### config.mk
export PLATFORM = sky130hd
export DESIGN_NAME = l2_xact_resp
export DESIGN_NICKNAME = d
export VERILOG_FILES = /design/src/rtl/l2r_pkg.sv /design/src/rtl/l2r_decode.sv /design/src/rtl/l2r_snoop_hist.sv /design/src/rtl/l2r_policy.sv /design/src/rtl/l2_xact_resp.sv
export SDC_FILE = /design/constraint.sdc
export NUM_CORES = 1
export LEC_CHECK = 0
export BUFFER_PORTS_ARGS = -buffer_cell sky130_fd_sc_hd__buf_2
export CORE_ASPECT_RATIO = 0.5
export CORE_UTILIZATION = 25
export CTS_CLUSTER_SIZE = 20
export DETAILED_ROUTE_END_ITERATION = 8
export PLACE_DENSITY_LB_ADDON = 0.05
export SETUP_SLACK_MARGIN = 0.02
export SLEW_MARGIN = 20
export SYNTH_ARGS = -nofsm -noshare
export SYNTH_HDL_FRONTEND = slang
export SYNTH_SLANG_ARGS = --single-unit
### constraint.sdc
create_clock -name clk -period 1.8 [get_ports clk]
set_input_delay 0.18 -clock clk [delete_from_list [all_inputs] [get_ports clk]]
set_output_delay 0.18 -clock clk [all_outputs]
set_load 0.01 [all_outputs]
### src/rtl/l2r_pkg.sv
package l2r_pkg;

    localparam int TT_W = 5;

    // Tag lookup result encoding; bit 0 marks a hit
    typedef enum logic [1:0] {
        LK_MISS  = 2'b00,
        LK_CLEAN = 2'b01,
        LK_RSVD  = 2'b10,
        LK_DIRTY = 2'b11
    } lookup_e;

    // Transaction classes after decode
    typedef enum logic [2:0] {
        XC_OTHER,
        XC_RD_BURST,
        XC_CI_ACCESS,
        XC_WT_WRITE,
        XC_BURST_WR,
        XC_FLUSH,
        XC_CLEAN,
        XC_KILL
    } xclass_e;

    // Most recent snoop outcome
    typedef enum logic [2:0] {
        SH_NONE,
        SH_RD_HIT,
        SH_RD_MISS,
        SH_WR_HIT,
        SH_WR_MISS
    } shist_e;

    // One response: action strobes plus the tag write
    typedef struct packed {
        logic fill;
        logic claim;
        logic update;
        logic inval;
        logic push;
        logic tag_we;
        logic tag_v;
        logic tag_d;
    } resp_t;

endpackage

### src/rtl/l2r_decode.sv
// l2r_decode: sorts a processor transaction into one class.
// Assumes the strobes are active low. Address-only codes are tested
// first, then inhibited accesses, which take priority over cacheable
// reads and writes.
module l2r_decode
    import l2r_pkg::*;
#(
    parameter int TT_BITS = TT_W
) (
    input  logic [TT_BITS-1:0] ttype,
    input  logic               burst_n,
    input  logic               inhibit_n,
    input  logic               wthru_n,
    output xclass_e            cls
);

    localparam logic [TT_BITS-1:0] CODE_FLUSH = TT_BITS'(5'b00100);
    localparam logic [TT_BITS-1:0] CODE_CLEAN = TT_BITS'(5'b00000);
    localparam logic [TT_BITS-1:0] CODE_KILL  = TT_BITS'(5'b01100);
    localparam logic [TT_BITS-1:0] CODE_BWR   = TT_BITS'(5'b00110);

    logic low_is_10;
    logic ci_code;

    assign low_is_10 = (ttype[1:0] == 2'b10);
    assign ci_code   = (ttype[3:0] == 4'b1010) || (ttype[3:0] == 4'b0010);

    // Classify by priority
    always_comb begin
        cls = XC_OTHER;
        if (ttype == CODE_FLUSH) begin
            cls = XC_FLUSH;
        end else if (ttype == CODE_CLEAN) begin
            cls = XC_CLEAN;
        end else if (ttype == CODE_KILL) begin
            cls = XC_KILL;
        end else if (!inhibit_n && ci_code) begin
            cls = XC_CI_ACCESS;
        end else if (inhibit_n && ttype[3] && low_is_10 && !burst_n) begin
            cls = XC_RD_BURST;
        end else if (inhibit_n && !wthru_n && (ttype[4:3] == 2'b00) && low_is_10) begin
            cls = XC_WT_WRITE;
        end else if (inhibit_n && (ttype == CODE_BWR) && !burst_n) begin
            cls = XC_BURST_WR;
        end
    end

endmodule

### src/rtl/l2r_snoop_hist.sv
// l2r_snoop_hist: holds the outcome of the latest snoop until the next
// processor transaction takes it. Assumes that a snoop and a request in
// the same cycle mean that the request came first, so the new snoop is kept.
module l2r_snoop_hist
    import l2r_pkg::*;
(
    input  logic   clk,
    input  logic   rst_n,
    input  logic   snp_valid,
    input  logic   snp_write,
    input  logic   snp_hit,
    input  logic   consume,
    output shist_e hist
);

    shist_e snp_code;

    // Encode the incoming snoop outcome
    always_comb begin
        case ({snp_write, snp_hit})
            2'b00:   snp_code = SH_RD_MISS;
            2'b01:   snp_code = SH_RD_HIT;
            2'b10:   snp_code = SH_WR_MISS;
            default: snp_code = SH_WR_HIT;
        endcase
    end

    // Record a snoop, or clear the record once a request has used it
    always_ff @(posedge clk) begin
        if (!rst_n) begin
            hist <= SH_NONE;
        end else if (snp_valid) begin
            hist <= snp_code;
        end else if (consume) begin
            hist <= SH_NONE;
        end
    end

endmodule

### src/rtl/l2r_policy.sv
// l2r_policy: combinational response table. It maps the transaction
// class, lookup result, beat size, retry and snoop record to one action
// and one tag write. Assumes that a lookup of 2'b10 is a miss.
module l2r_policy
    import l2r_pkg::*;
(
    input  xclass_e    cls,
    input  logic [1:0] lookup,
    input  logic       burst_n,
    input  logic       retry_n,
    input  shist_e     hist,
    output resp_t      resp
);

    logic hit;
    logic dirty;
    logic after_wr;

    assign hit      = lookup[0];
    assign dirty    = (lookup == LK_DIRTY);
    assign after_wr = (hist == SH_WR_HIT) || (hist == SH_WR_MISS);

    // Select the action and the new tag state
    always_comb begin
        resp = '0;
        unique case (cls)
            XC_RD_BURST: begin
                if (!hit) begin
                    resp.fill   = 1'b1;
                    resp.tag_we = 1'b1;
                    resp.tag_v  = 1'b1;
                end else if (retry_n) begin
                    resp.claim  = 1'b1;
                end
            end
            XC_CI_ACCESS, XC_FLUSH: begin
                if (hit) begin
                    resp.push   = dirty;
                    resp.inval  = !dirty;
                    resp.tag_we = 1'b1;
                end
            end
            XC_WT_WRITE: begin
                if (hit) begin
                    resp.push   = dirty && burst_n;
                    resp.update = !(dirty && burst_n);
                    resp.tag_we = 1'b1;
                    resp.tag_v  = 1'b1;
                end
            end
            XC_BURST_WR: begin
                if (after_wr && !hit) begin
                    resp = '0;
                end else if ((hist == SH_WR_HIT) && hit) begin
                    resp.inval  = 1'b1;
                    resp.tag_we = 1'b1;
                end else if (!hit) begin
                    resp.fill   = 1'b1;
                    resp.tag_we = 1'b1;
                    resp.tag_v  = 1'b1;
                    resp.tag_d  = 1'b1;
                end else if (dirty || (hist == SH_RD_HIT)) begin
                    resp.update = 1'b1;
                    resp.tag_we = 1'b1;
                    resp.tag_v  = 1'b1;
                end else begin
                    resp.claim  = 1'b1;
                    resp.tag_we = 1'b1;
                    resp.tag_v  = 1'b1;
                    resp.tag_d  = 1'b1;
                end
            end
            XC_CLEAN: begin
                if (dirty) begin
                    resp.push   = 1'b1;
                    resp.tag_we = 1'b1;
                    resp.tag_v  = 1'b1;
                end
            end
            XC_KILL: begin
                if (hit) begin
                    resp.inval  = 1'b1;
                    resp.tag_we = 1'b1;
                end
            end
            default: resp = '0;
        endcase
    end

endmodule

### src/rtl/l2_xact_resp.sv
// l2_xact_resp: top of the second-level cache transaction responder.
// It decodes the request, applies the response table with the snoop
// record, and registers the result, so the response follows one cycle
// after req_valid. Assumes that lookup is valid whenever req_valid is high.
module l2_xact_resp
    import l2r_pkg::*;
#(
    parameter int TT_BITS = TT_W
) (
    input  logic               clk,
    input  logic               rst_n,
    input  logic               req_valid,
    input  logic [TT_BITS-1:0] ttype,
    input  logic               burst_n,
    input  logic               inhibit_n,
    input  logic               wthru_n,
    input  logic [1:0]         lookup,
    input  logic               retry_n,
    input  logic               snp_valid,
    input  logic               snp_write,
    input  logic               snp_hit,
    output logic               rsp_valid,
    output logic               act_fill,
    output logic               act_claim,
    output logic               act_update,
    output logic               act_inval,
    output logic               act_push,
    output logic               tag_we,
    output logic               tag_valid,
    output logic               tag_dirty
);

    xclass_e cls;
    shist_e  hist;
    resp_t   resp_nxt;
    resp_t   resp_q;

    l2r_decode #(.TT_BITS(TT_BITS)) u_decode (
        .ttype     (ttype),
        .burst_n   (burst_n),
        .inhibit_n (inhibit_n),
        .wthru_n   (wthru_n),
        .cls       (cls)
    );

    l2r_snoop_hist u_hist (
        .clk       (clk),
        .rst_n     (rst_n),
        .snp_valid (snp_valid),
        .snp_write (snp_write),
        .snp_hit   (snp_hit),
        .consume   (req_valid),
        .hist      (hist)
    );

    l2r_policy u_policy (
        .cls     (cls),
        .lookup  (lookup),
        .burst_n (burst_n),
        .retry_n (retry_n),
        .hist    (hist),
        .resp    (resp_nxt)
    );

    // Register the response one cycle after the request
    always_ff @(posedge clk) begin
        if (!rst_n) begin
            rsp_valid <= 1'b0;
            resp_q    <= '0;
        end else begin
            rsp_valid <= req_valid;
            resp_q    <= req_valid ? resp_nxt : '0;
        end
    end

    assign act_fill   = resp_q.fill;
    assign act_claim  = resp_q.claim;
    assign act_update = resp_q.update;
    assign act_inval  = resp_q.inval;
    assign act_push   = resp_q.push;
    assign tag_we     = resp_q.tag_we;
    assign tag_valid  = resp_q.tag_v;
    assign tag_dirty  = resp_q.tag_d;

endmodule

==> reports/results.tsv <==
metric	value	unit
setup_slack	0.328	ns
leakagePower	0.000394	uW
firstDrtPassIters	4	
start_kind	input pin	
cp_top_family	compound AO/OA/AOI/OAI gates	
pwr-share-clk	45.5	%
swShare	24.2	%
drv_slew	0	
reg2regPathDepth	5	
arrival	1.57	ns
ys_warn_count	0	
num_io_pins	26	
synth_top_area_share	33.5	%
peakVddDrop	0.329	mV
crit_path_cell_trace	buf_2 > and4bb_2 > nand3_1 > nor3_1 > buf_4 > a2111oi_0 > a221oi_1	
place_ws	0.0587	ns
core	2650	sq um
gp_congestion	0.813	
die_area	3100	sq um
clk_latency	0.25	ns
final_util	35.8	%
wl_per_cell	11.6	um
synth_most_common_cell	dfxtp_1	
hold_viol_final	0	
power_frac_seq	41.7	%
grt_overflow	0	
drv_cap	0	
cts_sinks	12	
port_buffers	25	
synth_edf_count	0	
numCtsBuffers	3	
ys_top_cells_by_count	dfxtp_1 (12), nand2_1 (8)	
crit_type	input pin to flop	
start_util	27.0	%
setup_viol	0	
postCtsResizedCells	0	
layout-drive-gt1-share	32.2	%
endpoint_kind	flop	
post-route-min-period	1.47	ns
synth_area_leaders	dfxtp_1 (34%), ha_1 (5.2%), nand2_1 (4.2%)	
worst_pin_slew	0.587	ns
clkTransAtPathRegs	0.06	ns
fin_crit_sh	81.8	%
antenna_cells	0	
pwr_density_cell	697	nW/um^2
whs_path_depth	3	
cp.depth	7	
ant_nets	0	
cts_root_buf	clkbuf_8	
dp_hpwl	1420	um
postCtsHoldBufs	0	
die-height	39.9	um
synth_cells	86	
outcome	finished clean	
htreeDepth	1	
grt_max_degree	10	
crit_buf_inv	2	
cts_tree	built	
fin_setup_tns	0	ns
max_freq	679	MHz
crit_fanout	7	
vias_per_cell	4.74	
worst-endpoint-required	1.89	ns
synth_flop_cell	dfxtp_1	
rsz0062_at_grt	false	
netlist_area	717	sq um
p_int	501	uW
critPathMaxStageDelay	0.53	ns
synth_cell_types	35	
fin_total_pwr	661	uW
cts_setup_buffers	0	
grtUsageTotal	12.5	%
hold_path.class	input pin to flop	
cts_buffer_depth	2	
die_w	77.7	um
area.growth.synth_to_final	32.3	%
antenna_found_initial	0	
rows	13	
ys_ff_latch	12	
drtIter0Drc	54	
combPwrFrac	12.9	%
synthesis.nets	106	
drc_errors	0	
drt-total-wl	1770	um
fin_skew	0.00234	ns
yosysSeqAreaShare	33.5	%
grt_pass1_wl	2760	um
synth_top_cell_by_area	dfxtp_1	
async_reset_ff_share	0	%
max_slew_margin	59.9	%
num_vias	721	
p_sw	160	uW
grt_pass1_vias	614	
finalNetCount	136	
syn-mean-instance-area	8.34	sq um
critPathSlowestCell	a2111oi_0	
num-fill-cells	292	
-- final timing paths --
check                                                 start                     endpoint  slack, ns
worst max-delay path                               ttype[0]            tag_we$_SDFF_PN0_       0.33
worst min-delay path                                retry_n         act_claim$_SDFF_PN0_       0.17
worst max register to register  u_hist.hist[0]$_SDFFE_PN0P_            tag_we$_SDFF_PN0_       0.46
worst min register to register  u_hist.hist[0]$_SDFFE_PN0P_  u_hist.hist[0]$_SDFFE_PN0P_       0.64
-- placed cells by master (no fill, tap or decap), types with 2 or more instances in the layout --
cell       n
inv_1      5
buf_4      2
o21ai_0    5
nor4b_1    2
nor3_1     4
clkbuf_8   4
nand3_1    3
nor2_1     5
buf_2     25
dfxtp_1   12
nand2_1    8
a211oi_1   3
nor3b_1    3
nand2b_1   2
a22oi_1    3
nor2b_1    3
ha_1       3
a21oi_1    5
-- area by class of cell --
cell class / count / area [sq um] / area share (%)
multi-input cells: 67 / 448 / 47.2
flip-flops and latches: 12 / 240 / 25.3
repair buffers: 27 / 140 / 14.8
clock buffers: 4 / 55.1 / 5.80
well taps: 37 / 46.3 / 4.88
inverters: 5 / 18.8 / 1.98
-- sequential cells by signal, indices dropped and copies added (netlist names) --
signal and cells:
tag_we 1, act_fill 1, rsp_valid 1, tag_dirty 1
tag_valid 1, act_push 1, act_update 1, act_inval 1
u_hist.hist 3, act_claim 1
-- cells by family (layout without fill, tap and decap cells) --
group / count (synthesis) / in the layout / share of synthesized area, %
AOI/OAI and AO/OA: 24 / 24 / 22.7
adders and majority gates: 3 / 3 / 5.24
and+or+nand+nor: 39 / 39 / 33.2
muxes: 1 / 1 / 1.40
DFF: 12 / 12 / 33.5
buffers and inverters: 7 / 36 / 4.01
-- power by group through the flow --
stage	clock network [uW]	registers, uW	logic (uW)
floorplan	0	281	44.3
global placement	0	281	85.5
detailed placement	0	281	85.2
CTS	314	275	85.6
global route	323	276	96.3
finish	300	275	85.0
-- stage by stage --
| step | area [sq um] | instances | hold slack (ns) |
|---|---|---|---|
| after floorplan | 717 | 86 | 0.308 |
| after global placement | 893 | 148 | 0.442 |
| after detailed placement | 893 | 148 | 0.427 |
| after CTS | 948 | 152 | 0.168 |
| after global routing | 948 | 152 | 0.180 |
| final | 948 | 152 | 0.166 |
-- worst min-delay path, cell delays in order --
cell and delay (ns):
buf_2 0.07, a32oi_1 0.04, nor2_1 0.07
-- metal layers --
layer	global-route usage [%]	up-vias	wire length, um
li1	-	379	-
met1	16.2	318	917
met2	18.4	20	699
met3	4.65	4	113
met4	5.66	0	34
met5	0	-	0
No activity file was read; power rests on OpenSTA's default activity.
